--- src/rtl/crt_pkg.sv ---
package crt_pkg;

    localparam int unsigned CNT_W  = 16;
    localparam int unsigned BYTE_W = 8;

    typedef logic [CNT_W-1:0]  cnt_t;
    typedef logic [BYTE_W-1:0] byte_t;

    typedef enum logic [2:0] {
        RA_MODE   = 3'd0,
        RA_CAP_LO = 3'd1,
        RA_CAP_HI = 3'd2,
        RA_CNT_LO = 3'd3,
        RA_CNT_HI = 3'd4
    } reg_addr_e;

    localparam byte_t MODE_RST   = 8'hE4;
    localparam int    MB_DOWN_EN = 0;
    localparam int    MB_OUT_EN  = 1;
    localparam int    MB_DIV13   = 3;

    typedef struct packed {
        logic run;
        logic capture;
        logic ext_en;
        logic counter;
    } ctrl_t;

    typedef struct packed {
        logic tick;
        logic ext_fall;
        logic ext_level;
    } evt_t;

    function automatic cnt_t merge_byte(cnt_t cur, byte_t b, logic hi);
        return hi ? {b, cur[BYTE_W-1:0]} : {cur[CNT_W-1:BYTE_W], b};
    endfunction

endpackage

--- src/rtl/crt_divider.sv ---
module crt_divider #(
    parameter int unsigned N = 12
) (
    input  logic clk,
    input  logic rst,
    output logic tick_o
);
    localparam int unsigned W = (N > 1) ? $clog2(N) : 1;

    logic [W-1:0] cnt_q;

    assign tick_o = (cnt_q == W'(N - 1));

    always_ff @(posedge clk) begin
        if (rst || tick_o) cnt_q <= '0;
        else               cnt_q <= cnt_q + 1'b1;
    end

    // a prescaler tick is never followed by another on the next cycle
    a_r3_div_gap: assert property (@(posedge clk) disable iff (rst)
        tick_o |=> !tick_o);

endmodule

--- src/rtl/crt_prescale.sv ---
module crt_prescale
    import crt_pkg::*;
#(
    parameter int unsigned DIV_SLOW    = 12,
    parameter int unsigned DIV_FAST    = 4,
    parameter int unsigned DIV_ALT     = 13,
    parameter int unsigned SYNC_STAGES = 2
) (
    input  logic clk,
    input  logic rst,
    input  logic cnt_pin_i,
    input  logic ctl_pin_i,
    input  logic counter_i,
    input  logic fast_i,
    input  logic div13_i,
    output evt_t evt_o
);
    localparam int unsigned NDIV = 3;
    localparam int unsigned DIVS [NDIV] = '{DIV_SLOW, DIV_FAST, DIV_ALT};

    logic [NDIV-1:0]        div_tick;
    logic [SYNC_STAGES-1:0] pin_sync_q, ctl_sync_q;
    logic                   pin_prev_q, ctl_prev_q;
    logic                   pin_s, ctl_s, pin_fall;

    for (genvar g = 0; g < NDIV; g++) begin : g_div
        crt_divider #(.N(DIVS[g])) u_div (
            .clk    (clk),
            .rst    (rst),
            .tick_o (div_tick[g])
        );
    end

    assign pin_s = pin_sync_q[SYNC_STAGES-1];
    assign ctl_s = ctl_sync_q[SYNC_STAGES-1];

    always_ff @(posedge clk) begin
        if (rst) begin
            pin_sync_q <= '1;
            ctl_sync_q <= '1;
            pin_prev_q <= 1'b1;
            ctl_prev_q <= 1'b1;
        end else begin
            pin_sync_q <= {pin_sync_q[SYNC_STAGES-2:0], cnt_pin_i};
            ctl_sync_q <= {ctl_sync_q[SYNC_STAGES-2:0], ctl_pin_i};
            pin_prev_q <= pin_s;
            ctl_prev_q <= ctl_s;
        end
    end

    assign pin_fall = pin_prev_q && !pin_s;

    always_comb begin
        if (counter_i) evt_o.tick = div13_i ? div_tick[2] : pin_fall;
        else           evt_o.tick = fast_i  ? div_tick[1] : div_tick[0];
        evt_o.ext_fall  = ctl_prev_q && !ctl_s;
        evt_o.ext_level = ctl_s;
    end

endmodule

--- src/rtl/crt_core.sv ---
module crt_core
    import crt_pkg::*;
(
    input  logic        clk,
    input  logic        rst,
    input  ctrl_t       ctrl_i,
    input  evt_t        evt_i,
    input  logic        reg_we_i,
    input  logic [2:0]  reg_addr_i,
    input  byte_t       reg_wdata_i,
    output byte_t       reg_rdata_o,
    output logic        div13_o,
    output logic        ovf_o,
    output logic        exf_o,
    output logic        clk_out_o,
    output logic        clk_out_en_o
);
    byte_t mode_q;
    cnt_t  cnt_q, cnt_n, cap_q, cap_n;
    logic  ovf_q, exf_q, tgl_q;
    logic  clkout_mode, capture_eff, dir_up, step, ext_hit, roll;
    logic  wr_mode, wr_cap_lo, wr_cap_hi, wr_cnt_lo, wr_cnt_hi, wr_cnt, wr_cap;

    assign wr_mode   = reg_we_i && (reg_addr_i == RA_MODE);
    assign wr_cap_lo = reg_we_i && (reg_addr_i == RA_CAP_LO);
    assign wr_cap_hi = reg_we_i && (reg_addr_i == RA_CAP_HI);
    assign wr_cnt_lo = reg_we_i && (reg_addr_i == RA_CNT_LO);
    assign wr_cnt_hi = reg_we_i && (reg_addr_i == RA_CNT_HI);
    assign wr_cnt    = wr_cnt_lo || wr_cnt_hi;
    assign wr_cap    = wr_cap_lo || wr_cap_hi;

    assign clkout_mode = mode_q[MB_OUT_EN] && !ctrl_i.counter;
    assign capture_eff = ctrl_i.capture && !clkout_mode;
    assign dir_up      = clkout_mode || capture_eff || !mode_q[MB_DOWN_EN] || evt_i.ext_level;
    assign step        = ctrl_i.run && evt_i.tick;
    assign ext_hit     = ctrl_i.ext_en && evt_i.ext_fall && !clkout_mode
                         && (capture_eff || !mode_q[MB_DOWN_EN]);

    always_comb begin
        cnt_n = cnt_q;
        cap_n = cap_q;
        roll  = 1'b0;
        if (step) begin
            if (dir_up) begin
                if (cnt_q == '1) begin
                    roll  = 1'b1;
                    cnt_n = capture_eff ? '0 : cap_q;
                end else begin
                    cnt_n = cnt_q + 1'b1;
                end
            end else if (cnt_q == cap_q) begin
                roll  = 1'b1;
                cnt_n = '1;
            end else begin
                cnt_n = cnt_q - 1'b1;
            end
        end
        if (ext_hit) begin
            if (capture_eff) cap_n = cnt_q;
            else             cnt_n = cap_q;
        end
        if (wr_cnt_lo) cnt_n = merge_byte(cnt_n, reg_wdata_i, 1'b0);
        if (wr_cnt_hi) cnt_n = merge_byte(cnt_n, reg_wdata_i, 1'b1);
        if (wr_cap_lo) cap_n = merge_byte(cap_n, reg_wdata_i, 1'b0);
        if (wr_cap_hi) cap_n = merge_byte(cap_n, reg_wdata_i, 1'b1);
    end

    always_ff @(posedge clk) begin
        if (rst) begin
            mode_q <= MODE_RST;
            cnt_q  <= '0;
            cap_q  <= '0;
            ovf_q  <= 1'b0;
            exf_q  <= 1'b0;
            tgl_q  <= 1'b0;
        end else begin
            if (wr_mode) mode_q <= reg_wdata_i;
            cnt_q <= cnt_n;
            cap_q <= cap_n;
            ovf_q <= roll && !clkout_mode;
            exf_q <= ext_hit;
            if (roll && clkout_mode) tgl_q <= !tgl_q;
        end
    end

    always_comb begin
        case (reg_addr_i)
            RA_MODE:   reg_rdata_o = mode_q;
            RA_CAP_LO: reg_rdata_o = cap_q[BYTE_W-1:0];
            RA_CAP_HI: reg_rdata_o = cap_q[CNT_W-1:BYTE_W];
            RA_CNT_LO: reg_rdata_o = cnt_q[BYTE_W-1:0];
            RA_CNT_HI: reg_rdata_o = cnt_q[CNT_W-1:BYTE_W];
            default:   reg_rdata_o = '0;
        endcase
    end

    assign div13_o      = mode_q[MB_DIV13];
    assign ovf_o        = ovf_q;
    assign exf_o        = exf_q;
    assign clk_out_o    = tgl_q;
    assign clk_out_en_o = clkout_mode;

    // up count out of FFFFh in reload mode lands on the reload value with a pulse
    a_r5_up_reload: assert property (@(posedge clk) disable iff (rst)
        (step && dir_up && cnt_q == '1 && !capture_eff && !clkout_mode && !ext_hit && !wr_cnt && !wr_cap)
        |=> (cnt_q == $past(cap_q)) && ovf_o);

    // down count at the reload value wraps to FFFFh with a pulse
    a_r7_down_wrap: assert property (@(posedge clk) disable iff (rst)
        (step && !dir_up && cnt_q == cap_q && !ext_hit && !wr_cnt)
        |=> (cnt_q == '1) && ovf_o);

    // a capture strobe records the count held before the edge
    a_r8_capture: assert property (@(posedge clk) disable iff (rst)
        (ext_hit && capture_eff && !wr_cap)
        |=> (cap_q == $past(cnt_q)) && exf_o);

    // clock-output mode never raises the rollover pulse
    a_r11_no_ovf: assert property (@(posedge clk) disable iff (rst)
        (clkout_mode && $past(clkout_mode)) |-> !ovf_o);

endmodule

--- src/rtl/cr_timer16.sv ---
module cr_timer16
    import crt_pkg::*;
#(
    parameter int unsigned DIV_SLOW    = 12,
    parameter int unsigned DIV_FAST    = 4,
    parameter int unsigned DIV_ALT     = 13,
    parameter int unsigned SYNC_STAGES = 2
) (
    input  logic       clk,
    input  logic       rst,
    input  logic       cnt_pin_i,
    input  logic       ctl_pin_i,
    input  logic       run_i,
    input  logic       capture_i,
    input  logic       ext_en_i,
    input  logic       counter_i,
    input  logic       fast_i,
    input  logic       reg_we_i,
    input  logic [2:0] reg_addr_i,
    input  logic [7:0] reg_wdata_i,
    output logic [7:0] reg_rdata_o,
    output logic       ovf_o,
    output logic       exf_o,
    output logic       clk_out_o,
    output logic       clk_out_en_o
);
    ctrl_t ctrl;
    evt_t  evt;
    logic  div13;

    assign ctrl = '{run: run_i, capture: capture_i, ext_en: ext_en_i, counter: counter_i};

    crt_prescale #(
        .DIV_SLOW    (DIV_SLOW),
        .DIV_FAST    (DIV_FAST),
        .DIV_ALT     (DIV_ALT),
        .SYNC_STAGES (SYNC_STAGES)
    ) u_pre (
        .clk       (clk),
        .rst       (rst),
        .cnt_pin_i (cnt_pin_i),
        .ctl_pin_i (ctl_pin_i),
        .counter_i (counter_i),
        .fast_i    (fast_i),
        .div13_i   (div13),
        .evt_o     (evt)
    );

    crt_core u_core (
        .clk          (clk),
        .rst          (rst),
        .ctrl_i       (ctrl),
        .evt_i        (evt),
        .reg_we_i     (reg_we_i),
        .reg_addr_i   (reg_addr_i),
        .reg_wdata_i  (reg_wdata_i),
        .reg_rdata_o  (reg_rdata_o),
        .div13_o      (div13),
        .ovf_o        (ovf_o),
        .exf_o        (exf_o),
        .clk_out_o    (clk_out_o),
        .clk_out_en_o (clk_out_en_o)
    );

endmodule

--- config.mk ---
export PLATFORM = sky130hd
export DESIGN_NAME = cr_timer16
export DESIGN_NICKNAME = d
export VERILOG_FILES = /design/src/rtl/crt_pkg.sv /design/src/rtl/crt_divider.sv /design/src/rtl/crt_prescale.sv /design/src/rtl/crt_core.sv /design/src/rtl/cr_timer16.sv
export SDC_FILE = /design/constraint.sdc
export NUM_CORES = 1
export LEC_CHECK = 0
export BUFFER_PORTS_ARGS = -buffer_cell sky130_fd_sc_hd__buf_2
export CORE_ASPECT_RATIO = 1.75
export CORE_MARGIN = 8
export CORE_UTILIZATION = 46
export CTS_CLUSTER_DIAMETER = 40
export DETAILED_ROUTE_END_ITERATION = 16
export PLACE_DENSITY = 0.65
export SLEW_MARGIN = 10
export SYNTH_ARGS = -nofsm -noshare
export SYNTH_HDL_FRONTEND = slang
export SYNTH_HIERARCHICAL = 1
export SYNTH_SLANG_ARGS = --single-unit
--- constraint.sdc ---
create_clock -name clk -period 2.4 [get_ports clk]
set_clock_uncertainty 0.2 [all_clocks]
set_input_delay 0.48 -clock clk [delete_from_list [all_inputs] [get_ports clk]]
set_output_delay 0.48 -clock clk [all_outputs]
set_load 0.02 [all_outputs]
==> impl_results.md <==
- Status: finished clean
- Clock transition at path regs: 50 ps
- Core Footprint: 0.00892 mm²
- Routed vias: 4,648
- Hpwl dp: 12.4 mm
- Initial antenna violation count: 0
- Full die area: 0.0125 mm²
- CP max-delay cell: a2111oi_1
- P per Cell Area: 556 mW/mm²
- WP data arrival: 2460 ps
- Die height: 142 µm
- Synth Cell Area: 0.00416 mm²
- Seq/Total Area, Yosys: 28.4%
- WP data required: 2470 ps
- First-pass GRT wire length: 25.2 mm
- Syn_nets: 550
- Post-DRT Antenna Nets: 0
- Largest net degree at the start of global routing: 30
- Headroom to the max-slew limit: 66.8%
- Max Transition Viols Final: 0
- CTS tree: done
- Final worst path period need: 2390 ps
- Fmax: 0.418 GHz
- Net count, final: 648
- Final core occ: 62.2%
- Num CTS Buffers: 9
- Post-synthesis async set-or-reset flop share: 0%
- Initial DRC Count: 453
- Grt total ovfl: 0
- Via-to-Cell Ratio: 6.24
- Most common cell after layout, fill and taps aside: buf_4
- Crit path kind: reg2reg
- # setup viols final: 0
- 1st-pass router iterations: 5
- # DRC: 0
- Worst Hold Class: in2reg
- CP startpoint kind: flip-flop
- I/O pins: 33
- Unique masters post-synth: 76
- CP max FO: 7
- Most frequent cells in the layout: 97 x buf_4, 53 x dfxtp_1, 51 x nor2_1
- Worst slew pin tran: 498 ps
- Fraction of layout cells with a size suffix above 1: 32.5%
- Wirelength, routed: 16.2 mm
- CP cell instances: ha_2 > and3b_2 > mux2_4 > a2bb2oi_4 > and2_1 > buf_4 > nor2_1 > a2111oi_1 > a32o_1
- Mean Syn Cell Area: 7.96 µm²
- Worst setup EP type: flip-flop
- Pre-CTS setup slack: -256 ps
- Final worst setup slack: 9.60 ps
- Avg WL per Cell: 21.7 µm
- Cells after synthesis: 523
- Period Utilization, post-route: 99.6%
- CTS Root Cell: clkbuf_16
- ANT cells: 0
- IO Port Bufs: 32
- Ys flop type: dfxtp_1
- Number of enable flip-flop cells after synthesis: 0
- Clk sink count: 59
- Clk_lat worst skew: 330 ps
- Max-Cap Viols: 0
- Final hold violations: 0
- Die X: 87.9 µm
- RSZ-0062 raised after global routing: true
- Starting density of the core: 46.7%
- CTS H-tree lvls: 3
- Yosys reg bits: 59
- CP max stage delay: 420 ps
- Tot GR Track Use: 26.8%
- Number of global-route vias before repair: 4,686
- Syn-to-layout area delta: 33.2%
- Placer Congestion: 0.967
- Leakage: 2.41 nW
- Fin Setup TNS: 0 ps
- Worst hold slack: 134 ps
- Peak supply drop: 0.558 mV
- Rows: 46
- Pwr Total: 3.08 mW
- Yosys Warn Count: 6
- CTS max path bufs: 2
-- worst max-delay path, delay by kind of cell (launching register included) --
| kind | cells | cell delay, ps |
|---|---|---|
| muxes | 1 | 180 |
| AOI/OAI and AO/OA | 3 | 770 |
| buffers and inverters | 1 | 200 |
| DFF | 1 | 330 |
| adders and majority gates | 1 | 200 |
| and+or+nand+nor | 3 | 460 |
-- registers in the layout (all words and copies together), names as in the netlist --
signal                   cells
u_core/cap_q                16
u_core/clk_out_o             1
u_core/cnt_q                16
u_core/exf_o                 1
u_core/mode_q                8
u_core/ovf_o                 1
u_pre/ctl_prev_q             1
u_pre/ctl_sync_q             2
u_pre/g_div.u_div/cnt_q     10
u_pre/pin_prev_q             1
u_pre/pin_sync_q             2
-- kinds of logic after synthesis --
kind of cell,count (synthesis),share of synthesized area [%]
compound gates,137,22.6
xor+xnor,33,6.94
simple gates,199,26.2
fa+ha+maj,6,1.80
mux,34,8.24
buf+inv,55,5.80
flops,59,28.4
-- layer usage --
layer  global-route usage [%]  wire length (µm)
met1                     28.4              5990
met2                     43.6              7910
met3                     4.35               759
met4                     24.9              1500
met5                        0                 0
-- final cells by class --
type	count	area, µm²
Clock buffer	11	253
Clock inverter	4	50.0
Fill cell	791	3380
Inverter	6	25.0
Multi-Input combinational cell	409	2890
Sequential cell	59	1190
Tap cell	120	150
Timing Repair Buffer	136	993
-- through the flow --
| stage | instances | area (µm²) |
|---|---|---|
| 3_3_place_gp | 727 | 5080 |
| 4_1_cts | 742 | 5430 |
| 3_5_place_dp | 727 | 5080 |
| 5_1_grt | 745 | 5550 |
| 2_1_floorplan | 523 | 4220 |
| 6_report | 745 | 5550 |
-- report_power, final --
group / total [mW] / switching (mW) / internal, mW / leakage, nW
logic: 0.694 / 0.374 / 0.320 / 1.79
registers: 1.07 / 0.0434 / 1.03 / 0.484
clock network: 1.32 / 0.467 / 0.852 / 0.144
total: 3.08 / 0.885 / 2.20 / 2.41
-- synthesized netlist by cell type, drive strengths merged (3+ instances only) --
cell,count,share of area [%]
or3,9,1.5
a41oi,4,0.84
or4,6,1.2
a211o,6,1.3
mux2i,32,7.7
xor2,22,4.6
nand2b,4,0.60
or2,9,1.4
nand3b,5,0.90
o21ai,17,2.0
o22ai,10,1.5
a2111oi,3,0.63
ha,6,1.8
nand2,39,3.5
a21oi,35,4.2
and3,6,0.93
nand4,4,0.75
inv,6,0.54
dfxtp,59,28
nor2b,5,0.75
a31oi,6,0.90
xnor2,11,2.3
a211oi,30,5.5
and2,4,0.60
o211ai,3,0.54
nand3,17,2.0
or3b,3,0.63
nor3,10,1.4
nor2,52,4.7
clkbuf,28,2.6
nor4,13,2.5
nor3b,4,0.96
buf,21,2.7
-- timing repair --
action,in CTS,in global routing
setup buffers,0,3
pin swaps,2,6
gates cloned,0,0
endpoints found under the setup margin,13,19
endpoints found under the hold margin,0,0
gates resized for setup,13,24
hold buffers,0,0
-- path summary, 6_finish.rpt --
| kind | to | slack [ps] | depth (start not counted) | startpoint |
|---|---|---|---|---|
| hold reg to reg | u_pre/ctl_sync_q[1] | 210 | 1 | u_pre/ctl_sync_q[0] |
| setup / recovery | u_core/cnt_q[10] | 10 | 9 | u_pre/g_div[0].u_div/cnt_q[0] |
| hold / removal | u_pre/ctl_sync_q[0] | 130 | 2 | ctl_pin_i |
| setup reg to reg | u_core/cnt_q[10] | 10 | 9 | u_pre/g_div[0].u_div/cnt_q[0] |
No activity file was read; power rests on OpenSTA's default activity.
